--- src/rtl/irq_agg_pkg.sv ---
package irq_agg_pkg;

    localparam int NUM_SRC  = 12;
    localparam int ABORT_W  = 16;
    localparam int ADDR_W   = 8;
    localparam int DATA_W   = 16;

    // positions whose status follows the input level
    localparam logic [NUM_SRC-1:0] LEVEL_BITS  = 12'h014;
    localparam logic [NUM_SRC-1:0] STICKY_BITS = ~LEVEL_BITS;
    localparam int   ABORT_BIT = 6;

    typedef enum logic [ADDR_W-1:0] {
        A_MASKED = 8'h2C,
        A_MASK   = 8'h30,
        A_RAW    = 8'h34,
        A_CLRALL = 8'h40,
        A_ABORT  = 8'h80
    } reg_addr_e;

    typedef struct packed {
        logic [NUM_SRC-1:0] raw;
        logic [NUM_SRC-1:0] mask;
        logic [ABORT_W-1:0] cause;
    } irq_state_t;

    // per-bit clear address; all-ones result means no dedicated address
    function automatic logic [ADDR_W-1:0] clr_addr_of(input int bit_idx);
        case (bit_idx)
            0:  return 8'h44;
            1:  return 8'h48;
            3:  return 8'h4C;
            5:  return 8'h50;
            6:  return 8'h54;
            7:  return 8'h58;
            8:  return 8'h5C;
            9:  return 8'h60;
            10: return 8'h64;
            11: return 8'h68;
            default: return 8'hFF;
        endcase
    endfunction

endpackage

--- src/rtl/irq_clr_dec.sv ---
module irq_clr_dec
    import irq_agg_pkg::*;
(
    input  logic [ADDR_W-1:0]  addr,
    input  logic               rd_en,
    output logic [NUM_SRC-1:0] clr_vec,
    output logic               is_clr_addr
);
    logic [NUM_SRC-1:0] hit;

    for (genvar i = 0; i < NUM_SRC; i++) begin : g_hit
        if (STICKY_BITS[i]) begin : g_st
            assign hit[i] = (addr == clr_addr_of(i));
        end else begin : g_lv
            assign hit[i] = 1'b0;
        end
    end

    always_comb begin
        is_clr_addr = (addr == A_CLRALL) || (|hit);
        if (!rd_en)
            clr_vec = '0;
        else if (addr == A_CLRALL)
            clr_vec = STICKY_BITS;
        else
            clr_vec = hit;
    end

    always_comb begin
        if (addr != A_CLRALL)
            AST_SINGLE_CLR: assert ($countones(clr_vec) <= 1);
    end
endmodule

--- src/rtl/irq_status_bits.sv ---
module irq_status_bits
    import irq_agg_pkg::*;
(
    input  logic               clk,
    input  logic               rst,
    input  logic [NUM_SRC-1:0] event_in,
    input  logic [NUM_SRC-1:0] clr_vec,
    output logic [NUM_SRC-1:0] raw
);
    for (genvar i = 0; i < NUM_SRC; i++) begin : g_bit
        if (STICKY_BITS[i]) begin : g_sticky
            logic bit_q;
            always_ff @(posedge clk) begin
                if (rst)
                    bit_q <= 1'b0;
                else if (event_in[i])
                    bit_q <= 1'b1;
                else if (clr_vec[i])
                    bit_q <= 1'b0;
            end
            assign raw[i] = bit_q;

            AST_SET_WINS: assert property (@(posedge clk) disable iff (rst)
                event_in[i] |=> raw[i]);
            AST_CLR_TAKES: assert property (@(posedge clk) disable iff (rst)
                (clr_vec[i] && !event_in[i]) |=> !raw[i]);
            AST_HOLD: assert property (@(posedge clk) disable iff (rst)
                (raw[i] && !clr_vec[i]) |=> raw[i]);
        end else begin : g_level
            assign raw[i] = event_in[i];
        end
    end
endmodule

--- src/rtl/irq_abort_cap.sv ---
module irq_abort_cap
    import irq_agg_pkg::*;
(
    input  logic               clk,
    input  logic               rst,
    input  logic               abort_evt,
    input  logic               abort_clr,
    input  logic [ABORT_W-1:0] abort_cause,
    output logic [ABORT_W-1:0] cause_q
);
    always_ff @(posedge clk) begin
        if (rst)
            cause_q <= '0;
        else if (abort_evt)
            cause_q <= (abort_clr ? '0 : cause_q) | abort_cause;
        else if (abort_clr)
            cause_q <= '0;
    end

    AST_CAUSE_EMPTY: assert property (@(posedge clk) disable iff (rst)
        (abort_clr && !abort_evt) |=> (cause_q == '0));
endmodule

--- src/rtl/irq_agg_top.sv ---
module irq_agg_top
    import irq_agg_pkg::*;
(
    input  logic               clk,
    input  logic               rst,
    input  logic [11:0]        event_in,
    input  logic [15:0]        abort_cause,
    input  logic [7:0]         addr,
    input  logic               rd_en,
    input  logic               wr_en,
    input  logic [11:0]        wr_data,
    output logic [15:0]        rd_data,
    output logic               irq_out
);
    logic [NUM_SRC-1:0] clr_vec;
    logic               is_clr_addr;
    irq_state_t         st;
    logic [NUM_SRC-1:0] masked;
    logic               mask_we;

    irq_clr_dec u_dec (
        .addr        (addr),
        .rd_en       (rd_en),
        .clr_vec     (clr_vec),
        .is_clr_addr (is_clr_addr)
    );

    irq_status_bits u_bits (
        .clk      (clk),
        .rst      (rst),
        .event_in (event_in),
        .clr_vec  (clr_vec),
        .raw      (st.raw)
    );

    irq_abort_cap u_abort (
        .clk         (clk),
        .rst         (rst),
        .abort_evt   (event_in[ABORT_BIT]),
        .abort_clr   (clr_vec[ABORT_BIT]),
        .abort_cause (abort_cause),
        .cause_q     (st.cause)
    );

    assign mask_we = wr_en && (addr == A_MASK);

    always_ff @(posedge clk) begin
        if (rst)
            st.mask <= '0;
        else if (mask_we)
            st.mask <= wr_data;
    end

    assign masked = st.raw & st.mask;

    always_ff @(posedge clk) begin
        if (rst)
            irq_out <= 1'b0;
        else
            irq_out <= |masked;
    end

    always_comb begin
        rd_data = '0;
        if (rd_en && !is_clr_addr) begin
            case (addr)
                A_MASKED: rd_data = DATA_W'(masked);
                A_MASK:   rd_data = DATA_W'(st.mask);
                A_RAW:    rd_data = DATA_W'(st.raw);
                A_ABORT:  rd_data = st.cause;
                default:  rd_data = '0;
            endcase
        end
    end

    AST_IRQ_RISE: assert property (@(posedge clk) disable iff (rst)
        (|(st.raw & st.mask)) |=> irq_out);
    AST_IRQ_FALL: assert property (@(posedge clk) disable iff (rst)
        !(|(st.raw & st.mask)) |=> !irq_out);
    AST_MASK_KEEP: assert property (@(posedge clk) disable iff (rst)
        !(wr_en && addr == A_MASK) |=> $stable(st.mask));
endmodule

--- config.mk ---
export PLATFORM = sky130hd
export DESIGN_NAME = irq_agg_top
export DESIGN_NICKNAME = d
export VERILOG_FILES = /design/src/rtl/irq_agg_pkg.sv /design/src/rtl/irq_clr_dec.sv /design/src/rtl/irq_status_bits.sv /design/src/rtl/irq_abort_cap.sv /design/src/rtl/irq_agg_top.sv
export SDC_FILE = /design/constraint.sdc
export NUM_CORES = 1
export LEC_CHECK = 0
export BUFFER_PORTS_ARGS = -buffer_cell sky130_fd_sc_hd__buf_2
export CORE_MARGIN = 2
export CORE_UTILIZATION = 45
export CTS_CLUSTER_DIAMETER = 100
export DETAILED_ROUTE_END_ITERATION = 10
export PLACE_DENSITY = 0.76
export SYNTH_ARGS = -nofsm -noshare
export SYNTH_HDL_FRONTEND = slang
export SYNTH_SLANG_ARGS = --single-unit
--- constraint.sdc ---
create_clock -name clk -period 3.27 [get_ports clk]
set_input_delay 0.1635 -clock clk [delete_from_list [all_inputs] [get_ports clk]]
set_output_delay 0.1635 -clock clk [all_outputs]
set_load 0.01 [all_outputs]
==> results.json <==
{
  "critPathMaxFanout": 24,
  "area_growth_pct": 21.2,
  "grt_pass1_vias": 2073,
  "fin_skew_ns": 0.00327,
  "hold_depth": 3,
  "ff2ff_path_depth": 3,
  "power.leakage_uw": 0.00109,
  "ctsHoldBuffers": 0,
  "grt_antenna_before_repair": 0,
  "num_vias": 2196,
  "worstSetupStartpointType": "input pin",
  "cts_root_buf": "clkbuf_8",
  "drt-initial-drc-count": 111,
  "fill_cells": 425,
  "yosysTopAreaCell": "dfxtp_1",
  "hold_start": "event_in[5]",
  "rsz0062_at_grt": "false",
  "r2r_setup_slack_ns": 2.10,
  "grt.total_usage_pct": 22.5,
  "required_ns": 3.11,
  "numPortBuffers": 68,
  "r2r_end": "irq_out$_SDFF_PP0_",
  "relSlewSlack_pct": 36.3,
  "synth_top_area_share_pct": 37.1,
  "holdPathEnd": "u_bits.g_bit[5].g_sticky.bit_q$_SDFFE_PP0P_",
  "drtAntennaViolNets": 0,
  "irDropWorstVdd_mv": 0.239,
  "core_area_mm2": 0.00441,
  "grt_pass1_wl_um": 9320,
  "wl_um": 5750,
  "status": "completed",
  "crit_type": "in2out",
  "min_period_over_period_pct": 69.0,
  "r2r-start": "st[22]$_SDFFE_PP0P_",
  "synthTopCellsByArea": "dfxtp_1, nand3_1, a22oi_1",
  "cts_made_buffers": 5,
  "tightest_slew_ns": 0.954,
  "cts-htree-levels": 2,
  "crit_path_end_kind": "output pin",
  "final_hold_viol_count": 0,
  "clockBufferDepth": 2,
  "finalSetupViolations": 0,
  "drv_slew": 0,
  "syn_inst": 271,
  "dieArea_mm2": 0.00524,
  "gp_congestion": 0.850,
  "ys_warn_count": 0,
  "multi_input_area_mm2": 0.00119,
  "io_pins": 69,
  "max-cap-violations": 0,
  "synth.net_count": 323,
  "grt_max_degree": 40,
  "hp-class": "in2reg",
  "synth_area_mm2": 0.00210,
  "power_uw": 1120,
  "layout.nets": 377,
  "drc": 0,
  "avgRoutedWirePerCell_um": 15.2,
  "die_w_um": 72.4,
  "drive_gt1_share_pct": 30.1,
  "viasPerCell": 5.81,
  "dpl.cell_count": 370,
  "num_antenna_cells": 0,
  "grt_overflow_total": 0,
  "postCtsSetupBuffers": 0,
  "rows": 24,
  "arrival_ns": 2.09,
  "clk_pin_slew_ns": 0.08,
  "die_h_um": 72.4,
  "fin_tns_setup_ns": 0,
  "start_util_pct": 47.6,
  "dpl.hpwl_um": 4090,
  "cts_tree": "done",
  "min_period_ns": 2.26,
  "ff_latch_area_um2": 781,
  "fmax_ghz": 0.443,
  "final_cells": 378,
  "seq_area_frac_synth_pct": 37.1,
  "first_pass_iters": 4,
  "post_cts_resized": 0,
  "avgSynthCellArea_um2": 7.76,
  "cts.sinks": 39,
  "synth_cell_types": 39,
  "power_density_mw_per_mm2": 441,
  "ys_seq_elements": 39,
  "clk_latency_ns": 0.29
}
-- per-stage QoR --
step           setup WS (ns)  utilization [%]  cell area, um2  hold slack, ns
2_1_floorplan           1.81                -            2100           0.281
3_3_place_gp            1.12             54.6            2410           0.379
3_5_place_dp            1.04             54.6            2410           0.380
4_1_cts                 1.02             57.7            2550          0.0729
5_1_grt                0.829             57.7            2550          0.0675
6_report                1.01             57.7            2550          0.0765
-- worst max-delay path by stage --
stage / endpoint / slack (ns) / from / cells past startpoint
5_1_grt: rd_data[3] / 0.83 / addr[2] / 6
2_1_floorplan: rd_data[10] / 1.81 / addr[4] / 6
3_5_place_dp: rd_data[3] / 1.04 / addr[2] / 6
3_3_place_gp: rd_data[3] / 1.12 / addr[2] / 6
4_1_cts: rd_data[3] / 1.02 / addr[2] / 6
6_report: rd_data[3] / 1.01 / addr[2] / 6
-- final cells by class --
class	count	area share [%]
Timing Repair Buffer	70	13.9
Inverter	5	0.736
Multi-Input combinational cell	204	46.6
Clock inverter	3	2.80
Tap cell	52	2.55
Clock buffer	5	2.70
Sequential cell	39	30.6
-- worst max-delay path, cell delays in order --
cell,delay (ns)
buf_2,0.23
nor4_2,0.41
and2_1,0.74
o21ai_0,0.21
a21oi_1,0.19
buf_2,0.15
-- cell usage after synthesis, drive strengths merged --
library cell,count
a221oi,3
o21ai,14
o31ai,1
and3,24
nand4bb,1
dfxtp,39
nor3,6
nor2,27
nand3,25
inv,5
a22o,3
a22oi,16
nand2b,1
or4,3
o41ai,2
clkbuf,12
nor4,4
buf,11
and4bb,2
or2,1
nand2,24
o21a,1
and2,6
nand4b,1
xor2,3
nor3b,1
a21oi,21
a31oi,12
and4b,1
xnor2,1
-- per-layer routing --
metal / wire length [um] / vias to the layer above / share of wire, % / track usage, %
li1: - / 1097 / - / -
met1: 2570 / 1031 / 45 / 28.6
met2: 2800 / 60 / 49 / 37.7
met3: 299 / 8 / 5.2 / 4.86
met4: 82 / 0 / 1.4 / 7.97
met5: 0 / - / 0 / 0
-- flip-flops by register name, indices dropped and copies added, names as in the netlist --
register and count:
st 12, u_abort.cause_q 16, u_bits.g_bit.g_sticky.bit_q 10, irq_out 1
-- placed cells by master (no fill, tap or decap), drive strengths merged, types with 2 or more instances in the layout --
master	netlist	routed
buf	11	70
dfxtp	39	39
nor2	27	27
nand3	25	25
nand2	24	24
and3	24	24
a21oi	21	21
a22oi	16	16
o21ai	14	14
a31oi	12	12
and2	6	6
nor3	6	6
inv	5	6
clkbuf	12	5
nor4	4	4
a22o	3	3
a221oi	3	3
xor2	3	3
or4	3	3
and4bb	2	2
bufinv	0	2
o41ai	2	2
-- report_power, final --
part,internal [uW],total [uW],leakage [uW],switching (uW)
registers,497,514,0.000321,16.6
clock network,310,496,0.0000703,186
logic,50.7,114,0.000701,63.1
total,858,1120,0.00109,266
-- logic make-up (layout without fill, tap and decap cells) --
| family | count (synthesis) | after routing | share of synthesized area, % |
|---|---|---|---|
| XOR/XNOR | 4 | 4 | 1.67 |
| buffers and inverters | 28 | 83 | 6.36 |
| AO/OA/AOI/OAI | 73 | 73 | 22.0 |
| AND/OR/NAND/NOR | 127 | 127 | 32.8 |
| flip-flops | 39 | 39 | 37.1 |
Power figures use the tool's default switching activity.
